[src/rtl/lock_pkg.sv]
package lock_pkg;

  // Strobes passed from the control path to the datapath.
  typedef struct packed {
    logic shiftEn;     // one-cycle pulse: shift bitValue into the code register
    logic bitValue;    // synchronised serial bit
    logic entryDone;   // all code bits counted
    logic blinkPhase;  // slow square wave from the divider
  } ctrl_t;

endpackage

[src/rtl/lock_ctrl.sv]
module lock_ctrl
  import lock_pkg::*;
#(
  parameter int CODE_W      = 4,
  parameter int SYNC_STAGES = 2,
  parameter int BLINK_HALF  = 25_000_000
) (
  input  logic  clk,
  input  logic  rstN,
  input  logic  strobeIn,
  input  logic  dataIn,
  output ctrl_t ctrl
);

  localparam int CNT_W = $clog2(CODE_W + 1);
  localparam int DIV_W = $clog2(BLINK_HALF + 1);
  localparam logic [CNT_W-1:0] CNT_FULL = CNT_W'(CODE_W);
  localparam logic [DIV_W-1:0] DIV_LAST = DIV_W'(BLINK_HALF - 1);

  logic [SYNC_STAGES-1:0] strobeSync;
  logic [SYNC_STAGES-1:0] dataSync;
  logic strobeS, strobeQ, dataS;
  logic strobeRise, strobeFall;
  logic [CNT_W-1:0] bitCount;
  logic entryDone;
  logic [DIV_W-1:0] divCnt;
  logic blinkPhase;

  // Synchroniser chains for strobe and data
  genvar s;
  generate
    for (s = 0; s < SYNC_STAGES; s++) begin : g_sync
      if (s == 0) begin : g_first
        always_ff @(posedge clk or negedge rstN) begin
          if (!rstN) begin
            strobeSync[0] <= 1'b0;
            dataSync[0]   <= 1'b0;
          end else begin
            strobeSync[0] <= strobeIn;
            dataSync[0]   <= dataIn;
          end
        end
      end else begin : g_next
        always_ff @(posedge clk or negedge rstN) begin
          if (!rstN) begin
            strobeSync[s] <= 1'b0;
            dataSync[s]   <= 1'b0;
          end else begin
            strobeSync[s] <= strobeSync[s-1];
            dataSync[s]   <= dataSync[s-1];
          end
        end
      end
    end
  endgenerate

  assign strobeS = strobeSync[SYNC_STAGES-1];
  assign dataS   = dataSync[SYNC_STAGES-1];

  // Edge detection
  always_ff @(posedge clk or negedge rstN) begin
    if (!rstN) strobeQ <= 1'b0;
    else       strobeQ <= strobeS;
  end

  assign strobeRise = strobeS & ~strobeQ;
  assign strobeFall = ~strobeS & strobeQ;

  // Bit counter: advances on the falling strobe edge and saturates at CODE_W
  always_ff @(posedge clk or negedge rstN) begin
    if (!rstN) begin
      bitCount <= '0;
    end else if (strobeFall && bitCount != CNT_FULL) begin
      bitCount <= bitCount + 1'b1;
    end
  end

  assign entryDone = (bitCount == CNT_FULL);

  // Blink divider
  always_ff @(posedge clk or negedge rstN) begin
    if (!rstN) begin
      divCnt     <= '0;
      blinkPhase <= 1'b0;
    end else if (divCnt == DIV_LAST) begin
      divCnt     <= '0;
      blinkPhase <= ~blinkPhase;
    end else begin
      divCnt <= divCnt + 1'b1;
    end
  end

  always_comb begin
    ctrl.shiftEn    = strobeRise & ~entryDone;
    ctrl.bitValue   = dataS;
    ctrl.entryDone  = entryDone;
    ctrl.blinkPhase = blinkPhase;
  end

  AST_COUNT_SAT: assert property (@(posedge clk) disable iff (!rstN)
    bitCount <= CNT_FULL) else $error("bit count above code width");

  AST_COUNT_STEP: assert property (@(posedge clk) disable iff (!rstN)
    (bitCount != $past(bitCount)) |-> (bitCount == $past(bitCount) + 1'b1))
    else $error("bit count jumped");

  AST_DONE_STICKY: assert property (@(posedge clk) disable iff (!rstN)
    entryDone |=> entryDone) else $error("completion dropped without clear");

  AST_ONE_SHIFT: assert property (@(posedge clk) disable iff (!rstN)
    ctrl.shiftEn |=> !ctrl.shiftEn) else $error("shift pulse longer than one cycle");

endmodule

[src/rtl/lock_datapath.sv]
module lock_datapath
  import lock_pkg::*;
#(
  parameter int CODE_W = 4
) (
  input  logic              clk,
  input  logic              rstN,
  input  ctrl_t             ctrl,
  input  logic [CODE_W-1:0] presetCode,
  output logic              accept,
  output logic              reject,
  output logic              blink
);

  logic [CODE_W-1:0] codeReg;
  logic [CODE_W-1:0] bitEq;
  logic match;

  // The first bit entered moves up to the top position as later bits arrive
  always_ff @(posedge clk or negedge rstN) begin
    if (!rstN)             codeReg <= '0;
    else if (ctrl.shiftEn) codeReg <= {codeReg[CODE_W-2:0], ctrl.bitValue};
  end

  genvar i;
  generate
    for (i = 0; i < CODE_W; i++) begin : g_cmp
      assign bitEq[i] = ~(codeReg[i] ^ presetCode[i]);
    end
  endgenerate

  assign match  = &bitEq;
  assign accept = ctrl.entryDone & match;
  assign reject = ctrl.entryDone & ~match;
  assign blink  = ~ctrl.entryDone & ctrl.blinkPhase;

  AST_CODE_FROZEN: assert property (@(posedge clk) disable iff (!rstN)
    ctrl.entryDone |=> $stable(codeReg)) else $error("code changed after completion");

  AST_EXCLUSIVE: assert property (@(posedge clk) disable iff (!rstN)
    !(accept && reject)) else $error("accept and reject together");

  AST_BLINK_QUIET: assert property (@(posedge clk) disable iff (!rstN)
    ctrl.entryDone |-> !blink) else $error("blink after completion");

endmodule

[src/rtl/serial_code_lock.sv]
module serial_code_lock
  import lock_pkg::*;
#(
  parameter int CODE_W      = 4,
  parameter int SYNC_STAGES = 2,
  parameter int BLINK_HALF  = 25_000_000
) (
  input  logic              clk,
  input  logic              rstN,
  input  logic              entryStrobe,
  input  logic              serialBit,
  input  logic [CODE_W-1:0] presetCode,
  output logic              accept,
  output logic              reject,
  output logic              blink
);

  ctrl_t ctrlBus;

  lock_ctrl #(
    .CODE_W(CODE_W), .SYNC_STAGES(SYNC_STAGES), .BLINK_HALF(BLINK_HALF)
  ) u_ctrl (
    .clk(clk), .rstN(rstN), .strobeIn(entryStrobe), .dataIn(serialBit), .ctrl(ctrlBus)
  );

  lock_datapath #(.CODE_W(CODE_W)) u_dp (
    .clk(clk), .rstN(rstN), .ctrl(ctrlBus), .presetCode(presetCode),
    .accept(accept), .reject(reject), .blink(blink)
  );

endmodule

[config.mk]
export PLATFORM = sky130hd
export DESIGN_NAME = serial_code_lock
export DESIGN_NICKNAME = d
export VERILOG_FILES = /design/src/rtl/lock_pkg.sv /design/src/rtl/lock_ctrl.sv /design/src/rtl/lock_datapath.sv /design/src/rtl/serial_code_lock.sv
export SDC_FILE = /design/constraint.sdc
export NUM_CORES = 1
export LEC_CHECK = 0
export BUFFER_PORTS_ARGS = -buffer_cell sky130_fd_sc_hd__buf_2
export CORE_ASPECT_RATIO = 0.75
export CORE_MARGIN = 4
export CORE_UTILIZATION = 44
export CTS_CLUSTER_SIZE = 28
export DETAILED_ROUTE_END_ITERATION = 12
export SLEW_MARGIN = 5
export SYNTH_ARGS = -nofsm -noshare
export SYNTH_HDL_FRONTEND = slang
export SYNTH_SLANG_ARGS = --single-unit
[constraint.sdc]
create_clock -name clk -period 1.5 [get_ports clk]
set_input_delay 0.225 -clock clk [delete_from_list [all_inputs] [get_ports clk]]
set_output_delay 0.225 -clock clk [all_outputs]
set_load 0.005 [all_outputs]
==> results_dict.tcl <==
set metrics [dict create \
    cts_tree "yes" \
    timing.critical_path.fanout_max 6 \
    crit_arrival_ns 1.76 \
    vias 1303 \
    numClockSinks 38 \
    viasPerCell 5.191 \
    globalRoute.totalOverflow 0 \
    synth-seq-cells 38 \
    ys_seq_area_share_pct 55.19 \
    synth-warning-count 0 \
    netlist-cell-type-count 27 \
    number_of_diodes 0 \
    detail_route.first_pass.iterations 4 \
    final.setup_skew_ns 0.006977 \
    final_util_pct 61.37 \
    gp_congestion 0.7846 \
    report.final.setup_viol 8 \
    clock_latency_at_the_later_pin_of_the_worst_skew_pair_ns 0.29 \
    worst_slack_ns -0.07588 \
    top_usage_layer "met1" \
    antenna_left 0 \
    drv_slew 0 \
    cp.required_ns 1.68 \
    antenna_violations_before_repair 0 \
    worst_setup_hold_path_clk_slew_ns 0.07 \
    placed_area_mm2 0.002081 \
    rows 19 \
    cp_slowest_cell "or3_4" \
    timing.fmax_ghz 0.6346 \
    max_slew_margin_pct 68.28 \
    cts_root_buf "clkbuf_8" \
    maxCapViolCount 0 \
    crit_buf_inv 0 \
    dp.cells 242 \
    global_route_wire_length_before_repair_mm 6.541 \
    worstHoldPathType "primary input to flip-flop" \
    grt_util_all_layers_pct 17.00 \
    boundaryPins 11 \
    path_delay_family "simple AND/OR/NAND/NOR gates" \
    mappedNetlistArea_mm2 0.001723 \
    timing_worst_slew_pin_value_ns 0.4757 \
    crit_path_end_kind "flip-flop" \
    layoutNonFillerInstCount 251 \
    grt_start_max_net_pins 21 \
    powerDensity_mw_per_mm2 1021 \
    post-route-min-period_ns 1.576 \
    grt_use_met2_pct 23.24 \
    syn_avg_cell_area_um2 11.41 \
    vias_in_the_first_global_route 1374 \
    finalInstanceArea_mm2 0.002276 \
    wl_mm 3.797 \
    fin_crit_sh_pct 105.1 \
    die_area_mm2 0.004991 \
    syn_nets 162 \
    power.ir.vdd_worst_v 0.0007881 \
    crit_path_start_kind "flip-flop" \
    rsz0062_at_grt "true" \
    horizontal_die_dimension_um 80.26 \
    critical_path_type "flip-flop to flip-flop" \
    nNetsFinal 211 \
    fin_tns_setup_ns -0.3397 \
    area.growth.synth_to_final_pct 32.10 \
    wl_per_cell_um 15.13 \
    critPathMaxStageDelay_ns 0.42 \
    cts_buffers 5 \
    power.leakage_uw 0.001049 \
    hold_violations 0 \
    clock_path_buffers 2 \
    drcViolationCount 0 \
    status "finished with violations" \
    ff2ff_setup_slack_ns -0.08 \
    globalRouteMet1Util_pct 25.19 \
    detailed_place_hpwl_mm 2.713 \
    post_route_cells_drive_above_1_share_pct 38.19 \
    port_buffers 10 \
    ctsHtreeMaxLevel 2 \
    failed_checks "negative setup slack" \
    grtUsageMet3_pct 4.335 \
    total_power_uw 2324 \
    floorplan.initialDensity_pct 46.46 \
    die_h_um 62.19 \
    syn-instance-count 151 \
    drt_iter0_drc 52 \
    critical_path.cell_chain "ha_2 > and3_4 > nand4_1 > or3_4 > a21oi_2 > nor2_1" \
    core_outline_area_mm2 0.003709 \
]
worst reg2reg max path, cell delays in order (launching register included):
cell and delay, ns:
dfrtp_1 0.35, ha_2 0.19, and3_4 0.19, nand4_1 0.13, or3_4 0.42, a21oi_2 0.15, nor2_1 0.04
kinds of logic after synthesis:
group,synth area share (%)
AOI/OAI and AO/OA,1.816
xor gates and xnor gates,12.20
DFF,55.19
buffers and inverters,1.017
and+or+nand+nor,23.09
muxes,4.502
adders and majority gates,2.179
state kept, by name, indices dropped and copies added (netlist names):
| signal | count |
|---|---|
| u_ctrl.blinkPhase | 1 |
| u_dp.codeReg | 4 |
| u_ctrl.strobeQ | 1 |
| u_ctrl.strobeS | 1 |
| u_ctrl.dataS | 1 |
| u_ctrl.strobeSync | 1 |
| u_ctrl.dataSync | 1 |
| u_ctrl.bitCount | 3 |
| u_ctrl.divCnt | 25 |
where the power goes:
group	internal [uW]	switching [uW]
logic	237	183
registers	1130	90.7
clock network	354	333
layout make-up:
| class | count | area, um2 |
|---|---|---|
| Inverter | 2 | 7.507 |
| Fill cell | 324 | 1433 |
| Multi-Input combinational cell | 109 | 839.6 |
| Sequential cell | 38 | 950.9 |
| Tap cell | 52 | 65.06 |
| Timing Repair Buffer | 44 | 330.3 |
| Clock buffer | 6 | 82.58 |
synth_stat cells:
cell / count / area share [%]
nand3b_1: 1 / 0.44
o21ai_1: 2 / 0.58
buf_2: 2 / 0.58
dfrtp_1: 38 / 55
a21oi_1: 3 / 0.87
mux2_2: 6 / 3.9
nor4_1: 1 / 0.36
or3_1: 1 / 0.36
nand3_1: 13 / 3.8
and4_1: 2 / 1.0
nor3_1: 1 / 0.29
nor3_2: 2 / 1.2
nor2b_1: 3 / 1.1
nor4b_2: 2 / 1.7
inv_1: 2 / 0.44
xnor2_1: 13 / 6.6
ha_1: 3 / 2.2
nand2_1: 6 / 1.3
nand4_2: 1 / 0.73
and2_1: 2 / 0.73
xor2_1: 11 / 5.6
nor2_1: 18 / 3.9
nand4_1: 12 / 4.4
and3_1: 3 / 1.1
and4bb_1: 1 / 0.73
a31oi_1: 1 / 0.36
mux2i_1: 1 / 0.58
metal layers:
layer / up-vias / share of wire [%]
met5: - / 0
met4: 0 / 1.9
met3: 8 / 3.8
met2: 25 / 45
met1: 643 / 49
li1: 627 / -
worst paths after layout:
| check | start | end | cells after the start |
|---|---|---|---|
| max | u_ctrl.divCnt[0] | u_ctrl.divCnt[5] | 6 |
| min | serialBit | u_ctrl.dataSync[0] | 1 |
| max reg2reg | u_ctrl.divCnt[0] | u_ctrl.divCnt[5] | 6 |
| min reg2reg | u_ctrl.dataSync[0] | u_ctrl.dataS | 0 |
| max in group asynchronous | rstN | u_dp.codeReg[2] | 3 |
| min in group asynchronous | rstN | u_ctrl.divCnt[18] | 2 |
stage by stage:
step	worst slack [ns]	hold WS (ns)
floorplan	-0.07726	-0.07059
global placement	-0.04528	0.2023
CTS	-0.02896	0.03281
finish	-0.07588	0.04046
detailed placement	-0.08641	0.2096
global route	-0.1745	0.03423
placed cells by master (no fill, tap or decap), drive strengths merged, types with 6 or more instances in the layout:
| master | netlist | final |
|---|---|---|
| buf | 2 | 43 |
| nand3 | 13 | 13 |
| nand4 | 13 | 13 |
| nor2 | 18 | 18 |
| nand2 | 6 | 6 |
| clkbuf | 0 | 6 |
| dfrtp | 38 | 38 |
| mux2 | 6 | 6 |
| xnor2 | 13 | 13 |
| xor2 | 11 | 11 |
repair_timing:
action | in CTS | in global routing
gates cloned | 0 | 0
hold endpoints to repair | 18 | 0
setup buffers | 2 | 1
hold buffers | 1 | 0
endpoints found under the setup margin | 16 | 22
gates resized for setup | 8 | 12
pin swaps | 0 | 8
No activity file was read; power rests on OpenSTA's default activity.
